**config.mk**
```make
export PLATFORM = sky130hd
export DESIGN_NAME = flash_cmd_ui
export DESIGN_NICKNAME = d
export VERILOG_FILES = /design/src/rtl/flash_cmd_pkg.sv /design/src/rtl/flash_cmd_classify.sv /design/src/rtl/flash_cmd_gate.sv /design/src/rtl/flash_cmd_seq.sv /design/src/rtl/flash_cmd_ui.sv
export SDC_FILE = /design/constraint.sdc
export NUM_CORES = 1
export LEC_CHECK = 0
export ABC_AREA = 1
export BUFFER_PORTS_ARGS = -buffer_cell sky130_fd_sc_hd__buf_4
export CORE_MARGIN = 2
export CORE_UTILIZATION = 46
export DETAILED_ROUTE_END_ITERATION = 8
export PLACE_DENSITY_LB_ADDON = 0.3
export SYNTH_ARGS = -nofsm -noshare
export SYNTH_HDL_FRONTEND = slang
export SYNTH_HIERARCHICAL = 1
export SYNTH_SLANG_ARGS = --single-unit
export TNS_END_PERCENT = 100
```
**constraint.sdc**
```tcl
create_clock -name clk -period 1.2 [get_ports clk]
set_clock_uncertainty 0.05 [all_clocks]
set_input_delay 0.24 -clock clk [delete_from_list [all_inputs] [get_ports clk]]
set_output_delay 0.24 -clock clk [all_outputs]
set_load 0.03 [all_outputs]
```
**src/rtl/flash_cmd_pkg.sv**
```systemverilog
package flash_cmd_pkg;
   typedef enum logic [1:0] {RD_ARRAY = 2'd0, RD_STATUS = 2'd1, RD_IDENT = 2'd2, RD_QUERY = 2'd3} rd_mode_t;
   typedef enum logic [1:0] {SQ_READY, SQ_PGM_ARG, SQ_ERS_CONF, SQ_LOCK_ARG} seq_st_t;
   typedef enum logic [1:0] {OP_NONE, OP_PGM, OP_ERS} op_kind_t;
   typedef enum logic [3:0] {
      K_NONE, K_RD_ARR, K_RD_STAT, K_RD_ID, K_RD_QRY,
      K_PGM_SET, K_ERS_SET, K_LOCK_SET, K_SUSP, K_RESUME
   } cmd_kind_t;

   localparam logic [7:0] C_RD_ARR  = 8'hFF;
   localparam logic [7:0] C_RD_STAT = 8'h70;
   localparam logic [7:0] C_RD_ID   = 8'h90;
   localparam logic [7:0] C_RD_QRY  = 8'h98;
   localparam logic [7:0] C_PGM     = 8'h40;
   localparam logic [7:0] C_PGM_ALT = 8'h10;
   localparam logic [7:0] C_ERS     = 8'h20;
   localparam logic [7:0] C_CONF    = 8'hD0;
   localparam logic [7:0] C_SUSP    = 8'hB0;
   localparam logic [7:0] C_LOCK    = 8'h60;
endpackage

```
**src/rtl/flash_cmd_classify.sv**
```systemverilog
module flash_cmd_classify
   import flash_cmd_pkg::*;
#(
   parameter bit ALT_PGM_EN = 1'b1
) (
   input  logic [7:0] code,
   output cmd_kind_t  kind
);
   logic alt_hit;

   generate
      if (ALT_PGM_EN) begin : g_alt
         assign alt_hit = (code == C_PGM_ALT);
      end else begin : g_no_alt
         assign alt_hit = 1'b0;
      end
   endgenerate

   always_comb begin
      kind = K_NONE;
      unique case (code)
         C_RD_ARR:  kind = K_RD_ARR;
         C_RD_STAT: kind = K_RD_STAT;
         C_RD_ID:   kind = K_RD_ID;
         C_RD_QRY:  kind = K_RD_QRY;
         C_PGM:     kind = K_PGM_SET;
         C_ERS:     kind = K_ERS_SET;
         C_LOCK:    kind = K_LOCK_SET;
         C_SUSP:    kind = K_SUSP;
         C_CONF:    kind = K_RESUME;
         default:   kind = alt_hit ? K_PGM_SET : K_NONE;
      endcase
   end
endmodule

```
**src/rtl/flash_cmd_gate.sv**
```systemverilog
module flash_cmd_gate
   import flash_cmd_pkg::*;
(
   input  cmd_kind_t kind,
   input  logic      busy,
   input  logic      susp,
   input  op_kind_t  held_op,
   output logic      accept
);
   logic is_read;

   assign is_read = (kind == K_RD_ARR) || (kind == K_RD_STAT) ||
                    (kind == K_RD_ID)  || (kind == K_RD_QRY);

   always_comb begin
      if (busy) begin
         accept = (kind == K_SUSP);
      end else if (susp) begin
         accept = is_read || (kind == K_PGM_SET) || (kind == K_RESUME) ||
                  ((kind == K_LOCK_SET) && (held_op == OP_ERS));
      end else begin
         accept = is_read || (kind == K_PGM_SET) || (kind == K_ERS_SET) ||
                  (kind == K_LOCK_SET);
      end
   end
endmodule

```
**src/rtl/flash_cmd_seq.sv**
```systemverilog
module flash_cmd_seq
   import flash_cmd_pkg::*;
#(
   parameter int AW = 8,
   parameter int DW = 16
) (
   input  logic          clk,
   input  logic          rst_n,
   input  logic          wr_vld,
   input  logic [DW-1:0] data,
   input  logic [AW-1:0] addr,
   input  cmd_kind_t     kind,
   input  logic          accept,
   input  logic          susp,
   output op_kind_t      held_op,
   output rd_mode_t      mode,
   output logic          pgm_start,
   output logic          ers_start,
   output logic          lock_req,
   output logic          susp_req,
   output logic          resume_req,
   output logic          seq_err,
   output logic [AW-1:0] op_addr,
   output logic [DW-1:0] op_data
);
   seq_st_t st;

   always_ff @(posedge clk or negedge rst_n) begin
      if (!rst_n) begin
         st         <= SQ_READY;
         held_op    <= OP_NONE;
         mode       <= RD_ARRAY;
         pgm_start  <= 1'b0;
         ers_start  <= 1'b0;
         lock_req   <= 1'b0;
         susp_req   <= 1'b0;
         resume_req <= 1'b0;
         seq_err    <= 1'b0;
         op_addr    <= '0;
         op_data    <= '0;
      end else begin
         pgm_start  <= 1'b0;
         ers_start  <= 1'b0;
         lock_req   <= 1'b0;
         susp_req   <= 1'b0;
         resume_req <= 1'b0;
         seq_err    <= 1'b0;
         if (wr_vld) begin
            unique case (st)
               SQ_READY: if (accept) begin
                  unique case (kind)
                     K_RD_ARR:   mode <= RD_ARRAY;
                     K_RD_STAT:  mode <= RD_STATUS;
                     K_RD_ID:    mode <= RD_IDENT;
                     K_RD_QRY:   mode <= RD_QUERY;
                     K_PGM_SET:  st <= SQ_PGM_ARG;
                     K_ERS_SET:  st <= SQ_ERS_CONF;
                     K_LOCK_SET: st <= SQ_LOCK_ARG;
                     K_SUSP: begin
                        susp_req <= 1'b1;
                        mode     <= RD_STATUS;
                     end
                     K_RESUME: begin
                        resume_req <= 1'b1;
                        mode       <= RD_STATUS;
                     end
                     default: ;
                  endcase
               end
               SQ_PGM_ARG: begin
                  pgm_start <= 1'b1;
                  op_addr   <= addr;
                  op_data   <= data;
                  mode      <= RD_STATUS;
                  if (!susp) held_op <= OP_PGM;
                  st        <= SQ_READY;
               end
               SQ_ERS_CONF: begin
                  if (data[7:0] == C_CONF) begin
                     ers_start <= 1'b1;
                     op_addr   <= addr;
                     mode      <= RD_STATUS;
                     held_op   <= OP_ERS;
                  end else begin
                     seq_err <= 1'b1;
                     mode    <= RD_ARRAY;
                  end
                  st <= SQ_READY;
               end
               SQ_LOCK_ARG: begin
                  lock_req <= 1'b1;
                  op_addr  <= addr;
                  op_data  <= data;
                  st       <= SQ_READY;
               end
               default: st <= SQ_READY;
            endcase
         end
      end
   end


   pgm_arg_chk: assert property (@(posedge clk) disable iff (!rst_n)
      (wr_vld && st == SQ_PGM_ARG) |=> (pgm_start && mode == RD_STATUS));


   ers_abort_chk: assert property (@(posedge clk) disable iff (!rst_n)
      (wr_vld && st == SQ_ERS_CONF && data[7:0] != C_CONF) |=>
      (seq_err && !ers_start && mode == RD_ARRAY));


   ers_conf_chk: assert property (@(posedge clk) disable iff (!rst_n)
      (wr_vld && st == SQ_ERS_CONF && data[7:0] == C_CONF) |=>
      (ers_start && op_addr == $past(addr)));
endmodule

```
**src/rtl/flash_cmd_ui.sv**
```systemverilog
module flash_cmd_ui
   import flash_cmd_pkg::*;
#(
   parameter int AW         = 8,
   parameter int DW         = 16,
   parameter bit ALT_PGM_EN = 1'b1
) (
   input  logic          clk,
   input  logic          rst_n,
   input  logic          bus_ce,
   input  logic          bus_we,
   input  logic [DW-1:0] bus_data,
   input  logic [AW-1:0] bus_addr,
   input  logic          sq_busy,
   input  logic          sq_susp,
   output logic [1:0]    read_mode,
   output logic          pgm_start,
   output logic          ers_start,
   output logic          lock_req,
   output logic          susp_req,
   output logic          resume_req,
   output logic          seq_err,
   output logic [AW-1:0] op_addr,
   output logic [DW-1:0] op_data
);
   localparam int CODE_W = 8;

   generate
      if (DW < CODE_W) begin : g_bad_dw
         $error("flash_cmd_ui: DW must hold a command byte");
      end
      if (AW < 1) begin : g_bad_aw
         $error("flash_cmd_ui: AW must be at least 1");
      end
   endgenerate

   logic      wr_vld;
   logic      accept;
   cmd_kind_t kind;
   op_kind_t  held_op;
   rd_mode_t  mode;

   assign wr_vld    = bus_ce && bus_we;
   assign read_mode = mode;

   flash_cmd_classify #(.ALT_PGM_EN(ALT_PGM_EN)) u_cls (
      .code (bus_data[CODE_W-1:0]),
      .kind (kind)
   );

   flash_cmd_gate u_gate (
      .kind    (kind),
      .busy    (sq_busy),
      .susp    (sq_susp),
      .held_op (held_op),
      .accept  (accept)
   );

   flash_cmd_seq #(.AW(AW), .DW(DW)) u_seq (
      .clk        (clk),
      .rst_n      (rst_n),
      .wr_vld     (wr_vld),
      .data       (bus_data),
      .addr       (bus_addr),
      .kind       (kind),
      .accept     (accept),
      .susp       (sq_susp),
      .held_op    (held_op),
      .mode       (mode),
      .pgm_start  (pgm_start),
      .ers_start  (ers_start),
      .lock_req   (lock_req),
      .susp_req   (susp_req),
      .resume_req (resume_req),
      .seq_err    (seq_err),
      .op_addr    (op_addr),
      .op_data    (op_data)
   );


   busy_filter_chk: assert property (@(posedge clk) disable iff (!rst_n)
      (wr_vld && sq_busy && bus_data[CODE_W-1:0] != C_SUSP) |=>
      (!pgm_start && !ers_start && !lock_req && !resume_req && !susp_req && $stable(read_mode)));


   idle_bus_chk: assert property (@(posedge clk) disable iff (!rst_n)
      !wr_vld |=> (!pgm_start && !ers_start && !lock_req && !susp_req &&
                   !resume_req && !seq_err && $stable(read_mode)));


   one_pulse_chk: assert property (@(posedge clk) disable iff (!rst_n)
      $onehot0({pgm_start, ers_start, lock_req, susp_req, resume_req, seq_err}));


   always_ff @(posedge clk) begin
      if (!rst_n) begin
         reset_state_chk: assert (read_mode == 2'd0 && !pgm_start && !ers_start && !susp_req);
      end
   end
endmodule

```
==> results summary <==
The root buffer selected by CTS is sky130_fd_sc_hd__clkbuf_8. Setup violations remaining at the end of the flow were counted as 34. The register bit count reported by yosys is 36.

The die outline area is between 4000 and 5000 um^2. The area share of the largest cell type after synthesis came out at 45.8%. The floorplan step set the die height to 69.4 um. The time the final worst path needs with I/O delays and setup is around 1.8 ns. In this run the worst hold path is classified as in2reg.

Setup repair after global routing could not meet its margin everywhere. For this block, the routed nets add up to ~5600 um of wire. The slowest library cell on the worst path is sky130_fd_sc_hd__a21oi_4. For this run, asynchronously set or reset flops after synthesis account for 100%.

The number of detailed-route iterations in the first pass is 4. The count of cell types in the netlist came out at 23. The number of placement rows came out at 23.

The region available for standard cell placement spans 4060 um^2. Yosys printed 6 warnings. The initial antenna violation count is 0. The slack of the critical path is -0.553 ns. The number of DRC markers in iteration 0 is 118. The CTS tree is built. The final number of max-transition violations is 0.

The clock latency on the worst-skew pair is between 0.2 and 0.3 ns. VDD sags by at most a little over 1 mV. Routability-driven placement finished with a final weighted congestion of between 0.8 and 0.9. In this run the count of I/O pins placed on the die edge is 62.

In this run the remaining antenna-violating nets after routing total 0. The sum of negative setup slack came out at -7.97 ns. Global routing finished with a remaining overflow of 0. The slew at the pin with the worst max-slew slack is between 0.4 and 0.5 ns.

The effective utilization at floorplan came out at between 40 and 50%. The flow ran to the end, but the final reports show violations. The number of levels the H-tree was split into came out at 2. The maximum achievable frequency came out at roughly 0.57 GHz.

The net count of the finished layout is about 400. The via density per instance came out at between 5 and 6. The number of clock buffers inserted by TritonCTS is 5.

After clock tree synthesis, the clock-pin slew on the worst setup and hold paths is roughly 0.07 ns. The relative slew slack came out at a little over two thirds. The fraction of final layout cells sized beyond drive strength 1 is between 40% and 50%. The final hold violation count is 0. In the post-synthesis netlist, the biggest area contributors are sky130_fd_sc_hd__dfrtp_1 (46%), sky130_fd_sc_hd__nand2_1 (18%), sky130_fd_sc_hd__nand3_1 (6.1%). In the final routed layout, each cell accounts on average for around 13 um.

The first-pass GRT wire length is ~9000 um. The number of I/O port buffers is slightly above 60. The final reports fail on setup timing. The cell area that synthesis handed to floorplanning was about 2000 um^2. Power spread over the standard cell area amounts to 2110 nW/um^2. The post-layout instance count excluding filler cells is 418. The period utilization came out at 146%. The post-synthesis sequential area ratio came out at 45.8%. The largest fanout on the critical path is 5. The leakage power is approximately 0.0017 uW. The area growth from synthesis to layout is 65.8%.

The most repeated cell in the gate-level netlist after synthesis is sky130_fd_sc_hd__nand2_1. The signal on the critical path passes through buf_8 -> nor2_4 -> nand2_4 -> nor2_4 -> nand2_2 -> nand4_1 -> nand3_1 -> nand2_1 -> nand3_2 -> nor2_4 -> nand3_2 -> a21oi_4 -> nand3_2 -> o21ai_2. The global routing usage summed across all routing layers is roughly 23%. Summing all multi-input logic gate instances after layout gives 1130 um^2. The number of antenna diodes in the final layout is 0. The count of unresolved DRC violations after routing came out at 0.

The synthesized design contains 0 enable-type register cells. The critical path in this run is classified as in2reg. Summed over all nets, the half-perimeter wirelength after detailed placement is about 3500 um.

The number of cells on the worst reg-to-reg path came out at 8. Dividing the synthesized area by the synthesized cell count gives 7.59 um^2. The cell count after synthesis is around 260.

The worst setup path is launched from a primary input. The kind of cell adding the most delay to the critical path is simple AND/OR/NAND/NOR gates. The die width came out at 69.4 um. The logic depth of the worst setup path including buffers is 14.

The buffer depth of the longest clock path is 2. The via count is between 2000 and 2500. The number of global-route vias before repair came to 2012. The number of clock sinks came out at 36. Summed over all instances, the cell type with the most area after synthesis is sky130_fd_sc_hd__dfrtp_1. The delay contributed by the slowest stage of the critical path came out at around 0.22 ns. The max-capacitance violation count came out at 0. The layout has approximately 270 filler cells.

The number of nets produced by synthesis came out at about 300. At the worst endpoint, the required time is approximately 1.4 ns. For the worst setup path, the data arrival time is about 1.9 ns. The largest net degree at the start of global routing is 37. Counting both buffers and inverters, the worst setup path holds a total of 1. Registers take approximately 900 um^2. The cell total after placement came out at between 300 and 400. The commonest cells after synthesis are sky130_fd_sc_hd__nand2_1 (96), sky130_fd_sc_hd__dfrtp_1 (36), sky130_fd_sc_hd__nor2_1 (25), sky130_fd_sc_hd__inv_1 (24), sky130_fd_sc_hd__nand3_1 (24). The worst hold path was traced through 3 stages. The most used flip-flop cell after synthesis is sky130_fd_sc_hd__dfrtp_1. The endpoint class of the critical path is a flop.
## layout make-up
| class | instances | area share [%] |
|---|---|---|
| Inverter | 29 | 4.03 |
| Sequential cell | 36 | 27.6 |
| Clock inverter | 3 | 2.76 |
| Multi-Input combinational cell | 189 | 34.7 |
| Tap cell | 50 | 1.92 |
| Timing Repair Buffer | 106 | 26.9 |
| Clock buffer | 5 | 2.11 |
## registers in the layout (all words and copies together), names as in the netlist
| signal | flops |
|---|---|
| u_seq/ers_start | 1 |
| u_seq/held_op | 2 |
| u_seq/lock_req | 1 |
| u_seq/mode | 2 |
| u_seq/op_addr | 8 |
| u_seq/op_data | 16 |
| u_seq/pgm_start | 1 |
| u_seq/resume_req | 1 |
| u_seq/seq_err | 1 |
| u_seq/st | 2 |
| u_seq/susp_req | 1 |
## timing repair
item,4_1_cts,5_1_grt
endpoints found under the setup margin,34,34
hold buffers,1,0
gates resized for setup,44,30
buffers inserted,5,7
gates cloned,2,0
pin swaps,18,21
hold endpoints to repair,36,0
## kinds of logic after synthesis
family                     synth area share (%)
buffers and inverters                      8.40
AOI/OAI and AO/OA                          4.20
DFF                                        45.8
adders and majority gates                  3.18
and+or+nand+nor                            38.4
## where the power goes
part | total (uW) | internal [uW] | switching [uW]
Sequential | 1940 | 1660 | 284
Clock | 1470 | 1040 | 429
Combinational | 3480 | 1440 | 2040
Total | 6890 | 4140 | 2750
## tightest hold or removal path, cell delays in order
cell and delay [ns]:
sky130_fd_sc_hd__buf_4 0.08, sky130_fd_sc_hd__nand2_1 0.04, sky130_fd_sc_hd__nand2_1 0.04
## metrics by stage
| step | hold WS [ns] | power (uW) | setup slack, ns | instance area (um^2) | utilization (%) |
|---|---|---|---|---|---|
| 2_1_floorplan | -0.106 | 3840 | -0.387 | 2010 | - |
| 3_3_place_gp | 0.168 | 4930 | -0.718 | 2700 | 66.6 |
| 3_5_place_dp | 0.170 | 5030 | -0.806 | 2700 | 66.6 |
| 4_1_cts | 0.0831 | 6810 | -0.352 | 3100 | 76.4 |
| 5_1_grt | 0.0915 | 7300 | -0.622 | 3260 | 80.4 |
| 6_report | 0.0926 | 6890 | -0.553 | 3260 | 80.4 |
## path summary, 6_finish.rpt
kind	from	to	slack (ns)
min	bus_data[12]	u_seq/op_data[12]	0.09
max	bus_data[0]	u_seq/st[0]	-0.55
min reg2reg	u_seq/op_addr[6]	u_seq/op_addr[6]	0.43
min in group asynchronous	rst_n	u_seq/op_data[7]	0.43
max in group asynchronous	rst_n	u_seq/op_addr[6]	0.36
max reg2reg	u_seq/st[0]	u_seq/mode[1]	-0.35
## per-layer routing
layer  global-route usage, %  share of wire [%]  vias up
met1                    26.8                 40      962
met3                    4.65                7.1       20
met4                    9.15                2.9        0
li1                        -                  -     1023
met2                    40.6                 50       95
met5                       0                  0        -
## cell usage in the layout, fill, tap and decap left out, types with 2 or more instances in the layout
cell type                    n
sky130_fd_sc_hd__buf_8       2
sky130_fd_sc_hd__nor2_4      5
sky130_fd_sc_hd__ha_4        2
sky130_fd_sc_hd__inv_2       8
sky130_fd_sc_hd__buf_6       7
sky130_fd_sc_hd__nor2_2      8
sky130_fd_sc_hd__nand3_2    10
sky130_fd_sc_hd__ha_1        2
sky130_fd_sc_hd__a21oi_2     3
sky130_fd_sc_hd__nand2_4     7
sky130_fd_sc_hd__inv_1      16
sky130_fd_sc_hd__a21oi_4     2
sky130_fd_sc_hd__nand3_1    15
sky130_fd_sc_hd__nand2_2    12
sky130_fd_sc_hd__bufinv_16   3
sky130_fd_sc_hd__o21ai_1     8
sky130_fd_sc_hd__inv_4       4
sky130_fd_sc_hd__nand4_1     2
sky130_fd_sc_hd__nand2_1    82
sky130_fd_sc_hd__clkbuf_8    5
sky130_fd_sc_hd__dfrtp_1    36
sky130_fd_sc_hd__buf_12      3
sky130_fd_sc_hd__buf_4      93
sky130_fd_sc_hd__nor2_1     21
(Power assumes the default switching activity.)
